[src/rtl/cre_pkg.sv]
package cre_pkg;
    localparam int PTR_W = 8;
    typedef logic [PTR_W-1:0] ptr_t;

    localparam logic [1:0] SZ_BAD = 2'd3;

    typedef enum logic [1:0] {C_IDLE, C_SCAN, C_REQ, C_WAIT} cstate_e;
    typedef enum logic [1:0] {R_IDLE, R_LO, R_HI} rstate_e;

    function automatic ptr_t size_mask(input logic [1:0] sel);
        case (sel)
            2'd0:    return ptr_t'(1);
            2'd1:    return ptr_t'(15);
            default: return '1;
        endcase
    endfunction

    function automatic logic size_ok(input logic [1:0] sel);
        return sel != SZ_BAD;
    endfunction

    function automatic ptr_t ptr_inc(input ptr_t p, input ptr_t m);
        return (p + ptr_t'(1)) & m;
    endfunction
endpackage

[src/rtl/cre_cmd_fetch.sv]
module cre_cmd_fetch
    import cre_pkg::*;
#(
    parameter int AW     = 32,
    parameter int DW     = 32,
    parameter int CODECS = 16,
    localparam int CA_W  = $clog2(CODECS)
) (
    input  logic              clk,
    input  logic              rst_n,
    input  logic [AW-1:0]     base,
    input  logic [1:0]        size_sel,
    input  ptr_t              wp,
    input  logic              run,
    output ptr_t              rp,
    output logic              mrd_req,
    output logic [AW-1:0]     mrd_addr,
    input  logic              mrd_valid,
    input  logic [DW-1:0]     mrd_data,
    input  logic [CODECS-1:0] present,
    output logic              cmd_valid,
    output logic [CA_W-1:0]   cmd_addr,
    output logic [DW-1:0]     cmd_word,
    output logic              batch_done
);
    typedef struct packed {
        cstate_e st;
        logic    run_prev;
        logic    did;
        ptr_t    rp;
        ptr_t    nrp;
    } cf_t;

    cf_t q, d;
    ptr_t mask;

    always_comb begin
        mask       = size_mask(size_sel);
        d          = q;
        d.run_prev = run;
        mrd_req    = 1'b0;
        mrd_addr   = base + {{(AW-PTR_W-2){1'b0}}, q.nrp, 2'b00};
        cmd_valid  = 1'b0;
        cmd_addr   = mrd_data[DW-1 -: CA_W];
        cmd_word   = mrd_data;
        batch_done = 1'b0;
        if (!run) begin
            d.st  = C_IDLE;
            d.rp  = '0;
            d.did = 1'b0;
        end else begin
            case (q.st)
                C_IDLE: if (!q.run_prev && size_ok(size_sel)) d.st = C_SCAN;
                C_SCAN: begin
                    if (q.rp != (wp & mask)) begin
                        d.nrp = ptr_inc(q.rp, mask);
                        d.st  = C_REQ;
                    end else if (q.did) begin
                        batch_done = 1'b1;
                        d.did      = 1'b0;
                    end
                end
                C_REQ: begin
                    mrd_req = 1'b1;
                    d.st    = C_WAIT;
                end
                C_WAIT: begin
                    if (mrd_valid) begin
                        cmd_valid = present[cmd_addr];
                        d.rp      = q.nrp;
                        d.did     = 1'b1;
                        d.st      = C_SCAN;
                    end
                end
                default: d.st = C_IDLE;
            endcase
        end
    end

    always_ff @(posedge clk or negedge rst_n) begin
        if (!rst_n) q <= '{st: C_IDLE, run_prev: 1'b0, did: 1'b0, rp: '0, nrp: '0};
        else        q <= d;
    end

    assign rp = q.rp;
endmodule

[src/rtl/cre_rsp_writer.sv]
module cre_rsp_writer
    import cre_pkg::*;
#(
    parameter int AW   = 32,
    parameter int DW   = 32,
    parameter int CA_W = 4
) (
    input  logic            clk,
    input  logic            rst_n,
    input  logic [AW-1:0]   base,
    input  logic [1:0]      size_sel,
    input  logic            dma_en,
    output ptr_t            wp,
    input  logic            in_valid,
    output logic            in_ready,
    input  logic [DW-1:0]   in_data,
    input  logic [CA_W-1:0] in_codec,
    input  logic            in_unsol,
    output logic            mwr_valid,
    output logic [AW-1:0]   mwr_addr,
    output logic [DW-1:0]   mwr_data,
    output logic            stored
);
    typedef struct packed {
        rstate_e         st;
        ptr_t            wp;
        ptr_t            nwp;
        logic [DW-1:0]   data;
        logic [CA_W:0]   ext;
    } rw_t;

    rw_t q, d;
    logic [AW-1:0] entry_addr;

    always_comb begin
        d          = q;
        in_ready   = 1'b0;
        mwr_valid  = 1'b0;
        entry_addr = base + {{(AW-PTR_W-3){1'b0}}, q.nwp, 3'b000};
        mwr_addr   = entry_addr;
        mwr_data   = q.data;
        stored     = 1'b0;
        if (!dma_en) begin
            d.st = R_IDLE;
            d.wp = '0;
        end else begin
            case (q.st)
                R_IDLE: begin
                    in_ready = size_ok(size_sel);
                    if (in_valid && in_ready) begin
                        d.nwp  = ptr_inc(q.wp, size_mask(size_sel));
                        d.data = in_data;
                        d.ext  = {in_unsol, in_codec};
                        d.st   = R_LO;
                    end
                end
                R_LO: begin
                    mwr_valid = 1'b1;
                    d.st      = R_HI;
                end
                R_HI: begin
                    mwr_valid = 1'b1;
                    mwr_addr  = entry_addr + AW'(4);
                    mwr_data  = {{(DW-CA_W-1){1'b0}}, q.ext};
                    d.wp      = q.nwp;
                    stored    = 1'b1;
                    d.st      = R_IDLE;
                end
                default: d.st = R_IDLE;
            endcase
        end
    end

    always_ff @(posedge clk or negedge rst_n) begin
        if (!rst_n) q <= '{st: R_IDLE, wp: '0, nwp: '0, data: '0, ext: '0};
        else        q <= d;
    end

    assign wp = q.wp;
endmodule

[src/rtl/cre_rsp_irq.sv]
module cre_rsp_irq #(
    parameter int CNT_W = 8
) (
    input  logic             clk,
    input  logic             rst_n,
    input  logic             stored,
    input  logic             batch_done,
    input  logic             en,
    input  logic [CNT_W-1:0] threshold,
    input  logic             clr,
    output logic             flag
);
    typedef struct packed {
        logic [CNT_W-1:0] cnt;
        logic             flag;
    } ri_t;

    ri_t q, d;
    logic [CNT_W-1:0] cnt_i;
    logic             fire;

    always_comb begin
        cnt_i  = q.cnt + {{(CNT_W-1){1'b0}}, stored};
        fire   = en && (cnt_i != '0) && ((cnt_i == threshold) || batch_done);
        d.cnt  = fire ? '0 : cnt_i;
        d.flag = fire || (q.flag && !clr);
    end

    always_ff @(posedge clk or negedge rst_n) begin
        if (!rst_n) q <= '{cnt: '0, flag: 1'b0};
        else        q <= d;
    end

    assign flag = q.flag;
endmodule

[src/rtl/cmdring_engine.sv]
module cmdring_engine
    import cre_pkg::*;
#(
    parameter int AW     = 32,
    parameter int DW     = 32,
    parameter int CODECS = 16,
    parameter int CNT_W  = 8,
    localparam int CA_W  = $clog2(CODECS)
) (
    input  logic              clk,
    input  logic              rst_n,
    input  logic [AW-1:0]     cmd_base,
    input  logic [1:0]        cmd_size_sel,
    input  logic [PTR_W-1:0]  cmd_wp,
    input  logic              cmd_run,
    output logic [PTR_W-1:0]  cmd_rp,
    output logic              mrd_req,
    output logic [AW-1:0]     mrd_addr,
    input  logic              mrd_valid,
    input  logic [DW-1:0]     mrd_data,
    input  logic [CODECS-1:0] codec_present,
    output logic              cdc_cmd_valid,
    output logic [CA_W-1:0]   cdc_cmd_addr,
    output logic [DW-1:0]     cdc_cmd_word,
    input  logic [AW-1:0]     rsp_base,
    input  logic [1:0]        rsp_size_sel,
    input  logic              rsp_dma_en,
    output logic [PTR_W-1:0]  rsp_wp,
    input  logic              rsp_valid,
    output logic              rsp_ready,
    input  logic [DW-1:0]     rsp_data,
    input  logic [CA_W-1:0]   rsp_codec,
    input  logic              rsp_unsol,
    output logic              mwr_valid,
    output logic [AW-1:0]     mwr_addr,
    output logic [DW-1:0]     mwr_data,
    input  logic              irq_en,
    input  logic [CNT_W-1:0]  irq_count,
    input  logic              irq_clr,
    output logic              irq_flag
);
    logic batch_done;
    logic stored;

    cre_cmd_fetch #(.AW(AW), .DW(DW), .CODECS(CODECS)) u_fetch (
        .clk, .rst_n,
        .base(cmd_base), .size_sel(cmd_size_sel), .wp(cmd_wp), .run(cmd_run),
        .rp(cmd_rp), .mrd_req, .mrd_addr, .mrd_valid, .mrd_data,
        .present(codec_present), .cmd_valid(cdc_cmd_valid),
        .cmd_addr(cdc_cmd_addr), .cmd_word(cdc_cmd_word), .batch_done
    );

    cre_rsp_writer #(.AW(AW), .DW(DW), .CA_W(CA_W)) u_writer (
        .clk, .rst_n,
        .base(rsp_base), .size_sel(rsp_size_sel), .dma_en(rsp_dma_en),
        .wp(rsp_wp), .in_valid(rsp_valid), .in_ready(rsp_ready),
        .in_data(rsp_data), .in_codec(rsp_codec), .in_unsol(rsp_unsol),
        .mwr_valid, .mwr_addr, .mwr_data, .stored
    );

    cre_rsp_irq #(.CNT_W(CNT_W)) u_irq (
        .clk, .rst_n, .stored, .batch_done,
        .en(irq_en), .threshold(irq_count), .clr(irq_clr), .flag(irq_flag)
    );
endmodule

[config.mk]
export PLATFORM = sky130hd
export DESIGN_NAME = cmdring_engine
export DESIGN_NICKNAME = d
export VERILOG_FILES = /design/src/rtl/cre_pkg.sv /design/src/rtl/cre_cmd_fetch.sv /design/src/rtl/cre_rsp_writer.sv /design/src/rtl/cre_rsp_irq.sv /design/src/rtl/cmdring_engine.sv
export SDC_FILE = /design/constraint.sdc
export NUM_CORES = 1
export LEC_CHECK = 0
export ABC_AREA = 1
export BUFFER_PORTS_ARGS = -buffer_cell sky130_fd_sc_hd__buf_2
export CORE_ASPECT_RATIO = 1.1
export CORE_UTILIZATION = 40
export CTS_BUF_LIST = sky130_fd_sc_hd__clkbuf_4 sky130_fd_sc_hd__clkbuf_8
export CTS_CLUSTER_DIAMETER = 40
export CTS_CLUSTER_SIZE = 24
export DETAILED_ROUTE_END_ITERATION = 10
export PLACE_DENSITY = 0.69
export SYNTH_ARGS = -nofsm -noshare
export SYNTH_HDL_FRONTEND = slang
export SYNTH_SLANG_ARGS = --single-unit
[constraint.sdc]
create_clock -name clk -period 4 [get_ports clk]
set_clock_uncertainty 0.05 [all_clocks]
set_input_delay 0.4 -clock clk [delete_from_list [all_inputs] [get_ports clk]]
set_output_delay 0.4 -clock clk [all_outputs]
set_load 0.01 [all_outputs]
Word level (Yosys, flattened, before mapping)
Cells that the tools add are included.
{"block": "word_totals", "word_cells": 103, "output_inout_bits": 153, "regBits": 84, "in_bits": 177}
{"block": "classes", "n_eq_ne": 20, "n_reduce_logical": 20, "n_lt_le_gt_ge": 1, "bitwise_logic": 3, "n_addsub": 6, "muxes": 41}
{"operator": "two-way mux 32 bit", "n": 4}
{"operator": "two-way mux 8 bit", "n": 6}
{"operator": "adder 32 x 10 -> 32 bit", "n": 1}
{"operator": "adder 32 x 11 -> 32 bit", "n": 1}
{"operator": "adder 32 x 3 -> 32 bit (second input constant)", "n": 1}
{"operator": "one-hot mux 8 bit (2 select lines)", "n": 2}
{"operator": "AND 8 bit", "n": 3}
{"operator": "two-way mux 9 bit", "n": 2}
{"operator": "two-way mux 1 bit", "n": 17}
{"operator": "adder 8 x 1 -> 8 bit (second input constant)", "n": 2}
{"operator": "AND reduction 3 bit", "n": 4}
{"operator": "two-way mux 10 bit", "n": 1}
{"operator": "two-way mux 2 bit", "n": 5}
{"operator": "!= test 3 x 2 -> 1 bit (second input constant)", "n": 3}
{"operator": "adder 8 x 1 -> 8 bit", "n": 1}
{"operator": "== test 2 x 1 -> 1 bit (second input constant)", "n": 4}
{"operator": "== test 8 bit", "n": 1}
{"operator": "logical NOT 2 bit", "n": 4}
{"operator": "!= test 8 bit", "n": 1}
{"operator": "one-hot mux 2 bit (4 select lines)", "n": 1}
{"operator": "nonzero test 8 bit", "n": 1}
{"operator": "== test 2 bit (second input constant)", "n": 3}
{"operator": "!= test 2 x 1 -> 1 bit (second input constant)", "n": 3}
{"operator": "!= test 3 bit (second input constant)", "n": 2}
{"operator": "other kinds (11)", "n": 18}

Logic depth before layout (Yosys ltp)
{"block": "logic_depth", "depth_word": 10, "depth_mapped": 18, "mapped_depth_nobuf": 18}

By module
Synthesis repeated with hierarchy kept, for this count alone.
{"block": "unflattened", "hier_cells": 1295, "hier_area_um2": 8325.5}
{"module": "cre_rsp_writer", "cells_each": 761, "seq_area_each_um2": 1376.3, "area_each_um2": 4921.0, "n_inst": 1}
{"module": "cre_cmd_fetch", "cells_each": 417, "seq_area_each_um2": 500.5, "area_each_um2": 2665.1, "n_inst": 1}
{"module": "cre_rsp_irq", "cells_each": 117, "seq_area_each_um2": 225.2, "area_each_um2": 739.5, "n_inst": 1}

Worst setup path before layout
No wires, ideal clock.
{"block": "synth_path", "path_kind": "register to register", "start": "reg u_writer.q[53] in the netlist's numbering", "end": "reg u_irq.q[1] in the netlist's numbering", "required_ns": 3.813, "path_stages_with_launch": 16, "t_arrival_ns": 2.780, "synth_period_minus_slack_ns": 2.967, "setup_slack_ns": 1.033, "setup_time_ns": 0.137, "cell_sequence": "dfrtp_1 -> inv_1 -> ha_1 -> nand2_2 -> inv_1 -> clkbuf_1 -> clkbuf_1 -> ha_1 -> ha_1 -> nand3_1 -> nand3b_1 -> xor2_1 -> xor2_1 -> nand4_1 -> nand2_1 -> a21boi_0"}
{"element": "start, declared", "line_no": "cre_rsp_writer.sv:32", "source": "rw_t q, d;"}
{"element": "start signal, assigned", "line_no": "cre_rsp_writer.sv:75", "source": "if (!rst_n) q <= '{st: R_IDLE, wp: '0, nwp: '0, data: '0, ext: '0};"}
{"element": "end signal, assigned", "line_no": "cre_rsp_irq.sv:30", "source": "if (!rst_n) q <= '{cnt: '0, flag: 1'b0};"}
{"element": "end, declared", "line_no": "cre_rsp_irq.sv:18", "source": "ri_t q, d;"}

Worst setup path after layout
{"block": "layout_path", "start": "reg u_writer.q[37] in the netlist's numbering", "end": "out mwr_addr[24]"}
{"block": "layout_between", "elab_chain_len": 4}
{"element": "adder 32 x 11 -> 32 bit (*)", "line_no": "cre_rsp_writer.sv:39", "source": "entry_addr = base + {{(AW-PTR_W-3){1'b0}}, q.nwp, 3'b000};"}
{"element": "adder 32 x 3 -> 32 bit", "line_no": "cre_rsp_writer.sv:63", "source": "mwr_addr = entry_addr + AW'(4);"}
{"element": "two-way mux 32 bit", "line_no": "cre_rsp_writer.sv:47", "source": "case (q.st)"}
{"element": "two-way mux 32 bit (*)", "line_no": "cre_rsp_writer.sv:43", "source": "if (!dma_en) begin"}
{"element": "end, declared", "line_no": "cmdring_engine.sv:35", "source": "output logic [AW-1:0] mwr_addr,"}
Mark *: on every way between the ends. The rest lies on a longest branch, timed or not.

==> results by group <==
Status
  • Status: complete, no violations

Floorplan
  • Die area: 0.02015 mm²
  • Initial core utilization: 40.87%
  • Die Ht: 148.8 µm
  • Die W: 135.4 µm
  • I/O pins: 330
  • # rows: 53
  • Floorplan Core Area: 0.01916 mm²

Timing
  • Highest clock rate: 283.9 MHz
  • Period utilisation layout: 88.05%
  • Crit path time final: 3522 ps
  • Worst-margin pin slew: 1065 ps
  • Setup repair after global routing missed its margin: false
  • Setup TNS: 0 ps
  • Pins Over Slew Limit: 0
  • Worst Slack Setup Final: 477.8 ps
  • Final setup vio count: 0
  • Slew HR: 29.03%
  • Hold Fails Final Rpt: 0

Drt
  • DR pass1 iterations: 5
  • DR vias: 7969
  • Detail Route Antenna Nets: 0
  • DRT iter0 DRCs: 405
  • Final WL: 21.56 mm
  • DRC viols: 0
  • Average wire per standard cell: 13.11 µm
  • Vias/cell: 4.847

Placement
  • Dpl ws: 730.7 ps
  • Cell Area, Placed: 0.008982 mm²
  • RePlAce Congestion: 0.9590
  • Detail Placement HPWL: 17.88 mm
  • PortBufs: 265

Layout
  • Final net count: 1597
  • Share of post-route cells with drive strength above 1: 24.82%
  • Finished Cell Area: 0.009238 mm²
  • Layout fillers: 1990
  • Layout area overhead: 17.94%

Global route
  • Initial antenna violation count: 1
  • Vias in the first global route: 7707
  • Total gr overflow: 0
  • First-pass GRT wire length: 35.45 mm
  • GRT Total Usage: 21.81%
  • Largest net degree at the start of global routing: 85

Hold path
  • Min-delay worst type: primary input to register

Synthesis
  • Synth cell types: 43
  • FFs w/ async S/R, synth: 100.0%
  • Netlist Area Pre-Place: 0.007833 mm²
  • Synth area leaders: dfrtp_1 27%, nand2_1 15%, inv_1 8.0%
  • YS warnings: 0
  • Mux cell area share after synthesis: 0%
  • Sequential area share after synthesis: 26.84%
  • Top_reg_cell synth: dfrtp_1
  • Simple-gate share of the synthesized area: 36.09%
  • Yosys top cell area share: 26.84%
  • Most frequent cells after synthesis: 303 x nand2_1, 167 x inv_1, 126 x nor2_1
  • EDFF count, synth: 0
  • Syn_area_per_cell: 6.593 µm²
  • Post-Synthesis Cells: 1188
  • Combinational family with the most area after synthesis: simple AND/OR/NAND/NOR gates
  • Synth Area in Adders: 5.144%
  • Most frequent cell after synthesis: nand2_1
  • Synth Area in Compound Gates: 9.201%
  • Area leader, netlist: dfrtp_1
  • Synth Area in XOR/XNOR: 7.923%
  • Syn_nets: 1396
  • Synthesized flop and latch total: 84

Clock tree
  • Setup Fix Bufs, Post-CTS: 0
  • Sink Count: 84
  • CTS tree: built
  • # hold bufs at CTS: 0
  • # resized after CTS: 0
  • Clock buffer depth: 2
  • Reg clk slew, reported paths: 90 ps
  • H-tree levels: 3
  • CTS buffer count: 9
  • Clock root cell: clkbuf_8
  • Clk Latency, worst-skew pair: 360 ps

Setup path
  • CP required: 3550 ps
  • Worst Path Arrival: 3070 ps
  • Crit path kind: register to output port
  • Crit end category: output port
  • Crit path max fanout: 5
  • Worst Setup Start Kind: register

Pwr
  • LEAKAGE: 0.004957 µW
  • VDD IR max: 0.2480 mV
  • Cell Pwr Density: 296.5 mW/mm²

Run
  • Max cap viols: 0
## power breakdown
group	internal (µW)	total [µW]	switching, µW
logic	369	947	578
clock network	419	739	320
registers	984	1050	68.8
## through the flow
step	cells	util, %	power, µW	hold slack, ps
after floorplan	1188	-	1683	54.41
after global placement	1625	46.87	2008	404.6
after detailed placement	1625	46.87	2023	409.2
after CTS	1641	48.16	2771	139.9
after global routing	1641	48.16	2948	167.3
final	1644	48.20	2739	160.8
## area by class of cell
class                           instances  area [µm²]  area share, %
Clock buffer                            9       123.9          1.341
Timing Repair Buffer                  267        1344          14.55
Antenna cell                            3       7.507        0.08127
Tap cell                              247       309.0          3.346
Clock inverter                          7       123.9          1.341
Sequential cell                        84        2102          22.76
Multi-Input combinational cell        854        4578          49.56
Inverter                              173       649.4          7.030
## layer usage
metal | share of wire, % | vias to the layer above | wire length, µm | track usage, %
li1 | - | 4135 | - | -
met1 | 42 | 3596 | 9107 | 25.91
met2 | 50 | 208 | 10690 | 38.95
met3 | 5.9 | 30 | 1282 | 4.315
met4 | 2.2 | 0 | 482 | 7.247
met5 | 0 | - | 0 | 0
## critical path, cell delays in order, from the launching register on
cell	delay [ps]
dfrtp_1	390
ha_1	220
fa_1	480
xnor2_1	230
nor2_2	160
nand3_1	150
nor2_1	120
nand4_1	150
nor2_2	200
nand2_2	110
nor2_2	130
nand2_1	80
xor2_1	140
buf_2	130
## layout by cell type (no fill, tap or decap), drive strengths merged, types with 3 or more instances in the layout
cell type and instances:
o22ai 18, bufinv 3, nand3 84, nor4 9
diode 3, clkbuf 9, xnor2 18, and2 3
nand4 27, dfrtp 84, xor2 52, o21ai 63
o211ai 5, a21oi 28, nand3b 9, nand2 329
buf 267, nor3 23, inv 174, nor2 141
ha 29
## final timing paths
path / start / end / slack, ps / cells past startpoint
max: u_writer.q[37] / mwr_addr[24] / 480 / 13
min in group asynchronous: rst_n / u_fetch.q[7] / 180 / 1
min: irq_clr / u_irq.flag / 160 / 2
max reg2reg: u_writer.q[53] / u_irq.q[2] / 910 / 13
min reg2reg: u_writer.q[2] / u_writer.q[2] / 430 / 2
max in group asynchronous: rst_n / u_writer.wp[1] / 3040 / 1
## cells by family (layout without fill, tap and decap cells)
group,after synthesis,in the layout
AOI/OAI and AO/OA,126,126
xor gates and xnor gates,70,70
adders and majority gates,31,31
buffers and inverters,250,456
DFF,84,84
other,0,3
and+or+nand+nor,627,627
## registers in the layout, summed over array words and instances, names as in the netlist
signal and flops:
u_fetch.q 12, u_fetch.rp 8, u_irq.flag 1, u_irq.q 8, u_writer.q 47, u_writer.wp 8
No activity file was read; power rests on OpenSTA's default activity.
